<file path="src/rtl/eel_pkg.sv">
package eel_pkg;
  localparam logic [2:0] READ_CMD = 3'b110;

  localparam int unsigned CB_CS    = 0;
  localparam int unsigned CB_SK    = 1;
  localparam int unsigned CB_DI    = 2;
  localparam int unsigned CB_DO    = 3;
  localparam int unsigned CB_EN    = 4;
  localparam int unsigned CB_READ  = 14;
  localparam int unsigned CB_VALID = 15;

  typedef enum logic [1:0] {
    LD_BOOT,
    LD_LOAD,
    LD_CHECK,
    LD_IDLE
  } ld_state_e;

  // Reset value of configuration register idx
  function automatic logic [15:0] cfg_default(input int unsigned idx);
    return 16'h5A00 | 16'(idx & 32'hFF);
  endfunction
endpackage

</file>
<file path="src/rtl/eel_serial.sv">
module eel_serial #(
  parameter int unsigned SK_HALF = 2,
  parameter int unsigned AW      = 6,
  parameter int unsigned DW      = 16
) (
  input  logic          clk,
  input  logic          rst_n,
  input  logic          start,
  input  logic [AW-1:0] addr,
  input  logic          sdo,
  output logic          sk,
  output logic          cs,
  output logic          sdi,
  output logic          done,
  output logic [DW-1:0] word
);
  import eel_pkg::*;

  localparam int unsigned CMD_BITS = 3 + AW;
  localparam int unsigned GAP_SLOT = CMD_BITS + DW;
  localparam int unsigned SLW      = $clog2(GAP_SLOT + 1);
  localparam int unsigned HCW      = (SK_HALF > 1) ? $clog2(SK_HALF) : 1;

  logic                run_q;
  logic                phase_q;
  logic                done_q;
  logic [SLW-1:0]      slot_q;
  logic [HCW-1:0]      hcnt_q;
  logic [CMD_BITS-1:0] cmd_q;
  logic [DW-1:0]       shr_q;
  logic                half_end;
  logic                in_data;

  assign half_end = (hcnt_q == HCW'(SK_HALF - 1));
  assign in_data  = (slot_q >= SLW'(CMD_BITS)) && (slot_q < SLW'(GAP_SLOT));

  always_ff @(posedge clk) begin
    if (!rst_n) begin
      run_q   <= 1'b0;
      phase_q <= 1'b0;
      done_q  <= 1'b0;
      slot_q  <= '0;
      hcnt_q  <= '0;
      cmd_q   <= '0;
      shr_q   <= '0;
    end else begin
      done_q <= 1'b0;
      if (!run_q) begin
        if (start) begin
          run_q   <= 1'b1;
          slot_q  <= '0;
          hcnt_q  <= '0;
          phase_q <= 1'b0;
          cmd_q   <= {READ_CMD, addr};
        end
      end else if (!half_end) begin
        hcnt_q <= hcnt_q + 1'b1;
      end else begin
        hcnt_q <= '0;
        if (!phase_q) begin
          // rising serial clock: capture returned data
          phase_q <= 1'b1;
          if (in_data) shr_q <= {shr_q[DW-2:0], sdo};
        end else begin
          // falling serial clock: advance to next bit slot
          phase_q <= 1'b0;
          cmd_q   <= {cmd_q[CMD_BITS-2:0], 1'b0};
          if (slot_q == SLW'(GAP_SLOT)) begin
            run_q  <= 1'b0;
            done_q <= 1'b1;
          end else begin
            slot_q <= slot_q + 1'b1;
          end
        end
      end
    end
  end

  assign sk   = run_q & phase_q;
  assign cs   = run_q && (slot_q != SLW'(GAP_SLOT));
  assign sdi  = run_q && (slot_q < SLW'(CMD_BITS)) && cmd_q[CMD_BITS-1];
  assign done = done_q;
  assign word = shr_q;
endmodule

</file>
<file path="src/rtl/eel_image.sv">
module eel_image #(
  parameter int unsigned ADDR_BYTES = 16,
  parameter int unsigned CFG_REGS   = 33,
  parameter int unsigned WIW        = 6
) (
  input  logic                         clk,
  input  logic                         rst_n,
  input  logic                         wr_en,
  input  logic [WIW-1:0]               wr_idx,
  input  logic [15:0]                  wr_word,
  input  logic                         restore,
  output logic [ADDR_BYTES-1:0][7:0]   station,
  output logic [CFG_REGS-1:0][15:0]    cfg,
  output logic [7:0]                   sum
);
  import eel_pkg::*;

  localparam int unsigned ADDR_WORDS = ADDR_BYTES / 2;

  logic [ADDR_BYTES-1:0][7:0] station_q;
  logic [CFG_REGS-1:0][15:0]  cfg_q;
  logic [7:0]                 sum_q;

  // Station bytes are not reset: their content is undefined until loaded
  always_ff @(posedge clk) begin
    for (int b = 0; b < int'(ADDR_BYTES); b++) begin
      if (wr_en && wr_idx == WIW'(b / 2)) begin
        station_q[b] <= (b % 2 == 0) ? wr_word[7:0] : wr_word[15:8];
      end
    end
  end

  always_ff @(posedge clk) begin
    for (int j = 0; j < int'(CFG_REGS); j++) begin
      if (!rst_n || restore) begin
        cfg_q[j] <= cfg_default(j);
      end else if (wr_en && wr_idx == WIW'(ADDR_WORDS + j)) begin
        cfg_q[j] <= wr_word;
      end
    end
  end

  always_ff @(posedge clk) begin
    if (!rst_n)     sum_q <= '0;
    else if (wr_en) sum_q <= sum_q + wr_word[7:0] + wr_word[15:8];
  end

  assign station = station_q;
  assign cfg     = cfg_q;
  assign sum     = sum_q;
endmodule

</file>
<file path="src/rtl/eel_hostif.sv">
module eel_hostif #(
  parameter int unsigned ADDR_BYTES = 16,
  parameter int unsigned CFG_REGS   = 33,
  parameter int unsigned HAW        = 7
) (
  input  logic                       clk,
  input  logic                       rst_n,
  input  logic                       busy,
  input  logic                       read_flag,
  input  logic                       valid_flag,
  input  logic                       req,
  input  logic                       wr,
  input  logic [HAW-1:0]             addr,
  input  logic [15:0]                wdata,
  input  logic [ADDR_BYTES-1:0][7:0] station,
  input  logic [CFG_REGS-1:0][15:0]  cfg,
  input  logic                       eng_cs,
  input  logic                       eng_sk,
  input  logic                       eng_di,
  input  logic                       pin_do,
  output logic                       devsel,
  output logic                       trdy,
  output logic                       stop,
  output logic [15:0]                rdata,
  output logic                       pin_cs,
  output logic                       pin_sk,
  output logic                       pin_di
);
  import eel_pkg::*;

  localparam logic [HAW-1:0] CTRL_ADDR = HAW'((1 << HAW) - 1);

  logic        en_q, cs_q, sk_q, di_q;
  logic        devsel_q, trdy_q, stop_q;
  logic [15:0] rdata_q;
  logic [15:0] rd_val;
  logic [15:0] ctrl_word;
  logic        accept;

  assign accept = req && !busy;

  always_comb begin
    ctrl_word           = '0;
    ctrl_word[CB_CS]    = cs_q;
    ctrl_word[CB_SK]    = sk_q;
    ctrl_word[CB_DI]    = di_q;
    ctrl_word[CB_DO]    = pin_do;
    ctrl_word[CB_EN]    = en_q;
    ctrl_word[CB_READ]  = read_flag;
    ctrl_word[CB_VALID] = valid_flag;
  end

  always_comb begin
    rd_val = '0;
    for (int b = 0; b < int'(ADDR_BYTES); b++) begin
      if (addr == HAW'(b)) rd_val = {8'h00, station[b]};
    end
    for (int j = 0; j < int'(CFG_REGS); j++) begin
      if (addr == HAW'(ADDR_BYTES + j)) rd_val = cfg[j];
    end
    if (addr == CTRL_ADDR) rd_val = ctrl_word;
  end

  always_ff @(posedge clk) begin
    if (!rst_n) begin
      devsel_q <= 1'b0;
      trdy_q   <= 1'b0;
      stop_q   <= 1'b0;
      rdata_q  <= '0;
      en_q     <= 1'b0;
      cs_q     <= 1'b0;
      sk_q     <= 1'b0;
      di_q     <= 1'b0;
    end else begin
      devsel_q <= req;
      stop_q   <= req && busy;
      trdy_q   <= accept;
      if (accept) rdata_q <= rd_val;
      if (accept && wr && addr == CTRL_ADDR) begin
        en_q <= wdata[CB_EN];
        cs_q <= wdata[CB_CS];
        sk_q <= wdata[CB_SK];
        di_q <= wdata[CB_DI];
      end
    end
  end

  assign devsel = devsel_q;
  assign trdy   = trdy_q;
  assign stop   = stop_q;
  assign rdata  = rdata_q;

  // Loader owns the pins while busy; software only when idle and enabled
  assign pin_cs = busy ? eng_cs : (en_q & cs_q);
  assign pin_sk = busy ? eng_sk : (en_q & sk_q);
  assign pin_di = busy ? eng_di : (en_q & di_q);
endmodule

</file>
<file path="src/rtl/eel_autoload.sv">
module eel_autoload #(
  parameter int unsigned IMG_BYTES  = 82,
  parameter int unsigned ADDR_BYTES = 16,
  parameter int unsigned SK_HALF    = 2,
  parameter int unsigned EE_AW      = 6,
  parameter int unsigned HAW        = 7
) (
  input  logic           clk,
  input  logic           rst_n,
  input  logic           ee_sense,
  output logic           ee_cs,
  output logic           ee_sk,
  output logic           ee_di,
  input  logic           ee_do,
  input  logic           host_req,
  input  logic           host_wr,
  input  logic [HAW-1:0] host_addr,
  input  logic [15:0]    host_wdata,
  output logic           host_devsel,
  output logic           host_trdy,
  output logic           host_stop,
  output logic [15:0]    host_rdata,
  output logic           ld_busy,
  output logic           ld_read,
  output logic           ld_valid
);
  import eel_pkg::*;

  localparam int unsigned WORDS    = IMG_BYTES / 2;
  localparam int unsigned CFG_REGS = WORDS - ADDR_BYTES / 2;
  localparam int unsigned WIW      = $clog2(WORDS);

  ld_state_e                  state_q;
  logic                       present_q;
  logic [WIW-1:0]             word_q;
  logic                       read_q, valid_q;
  logic                       eng_start, eng_done;
  logic                       eng_cs, eng_sk, eng_di;
  logic [15:0]                eng_word;
  logic [EE_AW-1:0]           eng_addr;
  logic                       last_word;
  logic                       restore;
  logic                       busy;
  logic [7:0]                 sum;
  logic [ADDR_BYTES-1:0][7:0] station;
  logic [CFG_REGS-1:0][15:0]  cfg_regs;

  // Presence sense: the value held at the final reset edge survives
  always_ff @(posedge clk) begin
    if (!rst_n) present_q <= ee_sense;
  end

  assign last_word = (word_q == WIW'(WORDS - 1));
  assign eng_start = (state_q == LD_BOOT && present_q) ||
                     (state_q == LD_LOAD && eng_done && !last_word);
  assign eng_addr  = (state_q == LD_LOAD) ? EE_AW'(word_q + 1'b1) : '0;
  assign restore   = (state_q == LD_CHECK) && (sum != 8'hFF);
  assign busy      = (state_q != LD_IDLE);

  always_ff @(posedge clk) begin
    if (!rst_n) begin
      state_q <= LD_BOOT;
      word_q  <= '0;
      read_q  <= 1'b0;
      valid_q <= 1'b0;
    end else begin
      case (state_q)
        LD_BOOT: begin
          read_q  <= 1'b0;
          valid_q <= 1'b0;
          state_q <= present_q ? LD_LOAD : LD_IDLE;
        end
        LD_LOAD: begin
          if (eng_done) begin
            if (last_word) state_q <= LD_CHECK;
            else           word_q  <= word_q + 1'b1;
          end
        end
        LD_CHECK: begin
          read_q  <= 1'b1;
          valid_q <= (sum == 8'hFF);
          state_q <= LD_IDLE;
        end
        default: state_q <= LD_IDLE;
      endcase
    end
  end

  eel_serial #(
    .SK_HALF (SK_HALF),
    .AW      (EE_AW),
    .DW      (16)
  ) u_serial (
    .clk   (clk),
    .rst_n (rst_n),
    .start (eng_start),
    .addr  (eng_addr),
    .sdo   (ee_do),
    .sk    (eng_sk),
    .cs    (eng_cs),
    .sdi   (eng_di),
    .done  (eng_done),
    .word  (eng_word)
  );

  eel_image #(
    .ADDR_BYTES (ADDR_BYTES),
    .CFG_REGS   (CFG_REGS),
    .WIW        (WIW)
  ) u_image (
    .clk     (clk),
    .rst_n   (rst_n),
    .wr_en   (eng_done && state_q == LD_LOAD),
    .wr_idx  (word_q),
    .wr_word (eng_word),
    .restore (restore),
    .station (station),
    .cfg     (cfg_regs),
    .sum     (sum)
  );

  eel_hostif #(
    .ADDR_BYTES (ADDR_BYTES),
    .CFG_REGS   (CFG_REGS),
    .HAW        (HAW)
  ) u_host (
    .clk        (clk),
    .rst_n      (rst_n),
    .busy       (busy),
    .read_flag  (read_q),
    .valid_flag (valid_q),
    .req        (host_req),
    .wr         (host_wr),
    .addr       (host_addr),
    .wdata      (host_wdata),
    .station    (station),
    .cfg        (cfg_regs),
    .eng_cs     (eng_cs),
    .eng_sk     (eng_sk),
    .eng_di     (eng_di),
    .pin_do     (ee_do),
    .devsel     (host_devsel),
    .trdy       (host_trdy),
    .stop       (host_stop),
    .rdata      (host_rdata),
    .pin_cs     (ee_cs),
    .pin_sk     (ee_sk),
    .pin_di     (ee_di)
  );

  assign ld_busy  = busy;
  assign ld_read  = read_q;
  assign ld_valid = valid_q;
endmodule

</file>
<file path="config.mk">
export PLATFORM = sky130hd
export DESIGN_NAME = eel_autoload
export DESIGN_NICKNAME = d
export VERILOG_FILES = /design/src/rtl/eel_pkg.sv /design/src/rtl/eel_serial.sv /design/src/rtl/eel_image.sv /design/src/rtl/eel_hostif.sv /design/src/rtl/eel_autoload.sv
export SDC_FILE = /design/constraint.sdc
export NUM_CORES = 2
export LEC_CHECK = 0
export ABC_CLOCK_PERIOD_IN_PS = 3800
export BUFFER_PORTS_ARGS = -buffer_cell sky130_fd_sc_hd__buf_2
export CORE_MARGIN = 2
export CORE_UTILIZATION = 30
export DETAILED_ROUTE_END_ITERATION = 6
export HOLD_SLACK_MARGIN = 0.15
export MAX_ROUTING_LAYER = met4
export PLACE_DENSITY = 0.42
export SKIP_LAST_GASP = 1
export SLEW_MARGIN = 10
export SYNTH_ARGS = -nofsm -noshare
export SYNTH_HDL_FRONTEND = slang
export SYNTH_SLANG_ARGS = --single-unit
</file>
<file path="constraint.sdc">
create_clock -name clk -period 3.8 [get_ports clk]
set_clock_uncertainty 0.15 [all_clocks]
set_input_delay 0.38 -clock clk [delete_from_list [all_inputs] [get_ports clk]]
set_output_delay 0.38 -clock clk [all_outputs]
set_load 0.01 [all_outputs]
</file>
==> results.sh <==
export IMPL_viasPerCell=5.65
export IMPL_cts_sinks=732
export IMPL_grt_pass1_wl_um=224000
export IMPL_synth_adder_area_share=0.00963
export IMPL_ctsHtreeMaxLevel=3
export IMPL_hold_violations=0
export IMPL_ios=54
export IMPL_start_util=0.302
export IMPL_pre_cts_ws_ns=-0.347
export IMPL_syn_nets=3858
export IMPL_cpPeakStageDelay_ns=1.00
export IMPL_cts_buffers_inserted=87
export IMPL_clockBufferDepth=3
export IMPL_wl_per_cell_um=29.5
export IMPL_slew_headroom=0.164
export IMPL_layout_common_cells="nand2_1 (951), dfxtp_1 (588), a21oi_1 (352)"
export IMPL_syn2layout_area_growth_pct=19.6
export IMPL_synth_compound_area_frac=0.174
export IMPL_syn_avg_cell_area_um2=8.46
export IMPL_grt_overflow=0
export IMPL_cap_violations=0
export IMPL_antenna_found_initial=7
export IMPL_antenna_left=0
export IMPL_critPathMaxFanout=18
export IMPL_p_leak_nw=14.8
export IMPL_rrSetupSlack_ns=0.38
export IMPL_crit_type="input port to register"
export IMPL_fmax_ghz=0.281
export IMPL_critical_path_buf_inv_count=4
export IMPL_finalSetupViolCount=0
export IMPL_gp_congestion=0.951
export IMPL_design_core_area_um2=107000
export IMPL_die_h_um=332
export IMPL_n_fill_cell=11200
export IMPL_fp_dieW_um=332
export IMPL_slew_viol_final=0
export IMPL_drc=0
export IMPL_ff_latch_area_um2=16000
export IMPL_clk_pin_slew_ns=0.06
export IMPL_outcome="complete, no violations"
export IMPL_synth_simple_area_share=0.219
export IMPL_worstPathArrival_ns=3.97
export IMPL_powerDensity_nw_per_um2=450
export IMPL_peakVddDrop_v=0.000299
export IMPL_synth_ff_type="dfxtp_1"
export IMPL_endpoint_kind="register"
export IMPL_cts_root_buf="clkbuf_16"
export IMPL_io_buffers=41
export IMPL_final_nets=3972
export IMPL_clk_latency_ns=0.69
export IMPL_cts_tree="yes"
export IMPL_die_area_um2=110000
export IMPL_grtUsageTotal=0.290
export IMPL_grt_setup_unrepaired="no"
export IMPL_rows=120
export IMPL_synthArstFlopShare=0
export IMPL_crit_path_cell_trace="buf_2, buf_4, and4b_1, and3_1, a2111oi_0, nand3_1, a2111oi_1, buf_4, a31oi_1, buf_4, a2bb2oi_1"
export IMPL_fin_crit_sh=0.937
export IMPL_yosysSeqAreaShare=0.495
export IMPL_synth_edf_count=129
export IMPL_synth_top_family_by_area="simple AND/OR/NAND/NOR gates"
export IMPL_synth_xor_area_share=0.00435
export IMPL_multi_input_area_um2=14900
export IMPL_drtIter0Drc=3442
export IMPL_hp_class="input port to register"
export IMPL_layout_drive_gt1_share=0.140
export IMPL_final_common_cell="nand2_1"
export IMPL_tightest_slew_ns=1.25
export IMPL_crit_required_ns=4.21
export IMPL_ys_ff_latch=732
export IMPL_hold_ws_ns=0.266
export IMPL_grt_start_max_net_pins=103
export IMPL_crit_top_cell="buf_4"
export IMPL_vias=30500
export IMPL_slowest_stage="a2111oi_1"
export IMPL_crit_family="compound AO/OA/AOI/OAI gates"
export IMPL_fin_ws_ns=0.238
export IMPL_yosysWarnings=0
export IMPL_min_period_ns=3.56
export IMPL_synth_area_um2=32200
export IMPL_synthCells=3809
export IMPL_muxShareOfSynthArea=0.0521
export IMPL_drt_pass1_iter_count=7
export IMPL_fin_area_um2=38600
export IMPL_ys_types=86
export IMPL_postPlaceCellArea_um2=35600
export IMPL_hpwlAfterDp_um=106000
export IMPL_grt_pass1_vias=28400
export IMPL_cp_start_kind="input port"
export IMPL_routed_wl_um=159000
[worst paths after layout]
| kind | to | from | depth (start not counted) |
|---|---|---|---|
| max reg2reg | u_image.cfg[427] | state_q[1] | 6 |
| min reg2reg | u_image.cfg[198] | u_image.cfg[198] | 2 |
| max | u_host.rdata[6] | host_addr[3] | 11 |
| min | present_q | ee_sense | 2 |
[Yosys cell counts (all sizes together), types with 16 or more instances]
cell type | n | area share
a211oi | 23 | 0.0054
a21oi | 352 | 0.055
a221oi | 40 | 0.011
a222oi | 17 | 0.0053
a22o | 21 | 0.0057
a22oi | 59 | 0.014
a31oi | 18 | 0.0035
buf | 88 | 0.014
clkbuf | 257 | 0.030
dfxtp | 603 | 0.37
edfxtp | 129 | 0.12
inv | 19 | 0.0022
mux2i | 144 | 0.045
nand2 | 951 | 0.11
nand3 | 226 | 0.035
nand4 | 23 | 0.0045
nor2 | 271 | 0.032
nor2b | 16 | 0.0031
nor3 | 43 | 0.0070
o211ai | 40 | 0.0095
o21ai | 130 | 0.020
o22ai | 32 | 0.0062
[per-layer routing]
metal,track usage,up-vias,share of wire
li1,-,13700,-
met1,0.390,15200,0.44
met2,0.440,1304,0.45
met3,0.0402,278,0.074
met4,0.111,0,0.038
met5,-,-,0
[state kept, by name (all words and copies together), names as in the netlist, 2 cells and up]
signal and flops:
state_q 2, u_serial.word 16, u_serial.cmd_q 9, u_image.cfg 528, u_serial.slot_q 5, u_image.sum 8, u_image.station 128, u_host.rdata 16
word_q 6
[metrics by stage]
stage / cells / power, mW / setup TNS (ns) / utilization
finish: 5398 / 17.3 / 0 / 0.361
global route: 5396 / 17.8 / 0 / 0.361
CTS: 5394 / 17.4 / 0 / 0.361
detailed placement: 5224 / 9.02 / -0.347 / 0.333
global placement: 5224 / 9.02 / -0.282 / 0.333
floorplan: 3809 / 8.50 / 0 / -
[layout make-up]
cell class                      instances  area share
Antenna cell                            4    0.000260
Clock inverter                         22     0.00620
Timing Repair Buffer                  370      0.0777
Tap cell                             1403      0.0455
Multi-Input combinational cell       2710       0.387
Inverter                               22     0.00214
Sequential cell                       732       0.414
Clock buffer                          135      0.0669
[cells by family after synthesis]
group	count (synthesis)
AND/OR/NAND/NOR	1644
adder cells (fa/ha/maj)	20
XOR/XNOR	16
multiplexers	159
buffers and inverters	367
flip-flops	732
AO/OA/AOI/OAI	871
[power breakdown]
part	total (mW)	switching, mW	leakage [nW]	internal (mW)
sequential	7.90	0.0166	6.09	7.88
clock	8.46	3.59	1.39	4.87
combinational	0.983	0.682	7.29	0.301
total	17.3	4.28	14.8	13.1
[what timing repair did]
item                                   CTS  global route
buffers inserted                         0             0
hold buffers                            13             0
resized for setup                        0             0
endpoints found under the hold margin   20             0
Note: power is estimated with default switching activity, not from simulation.
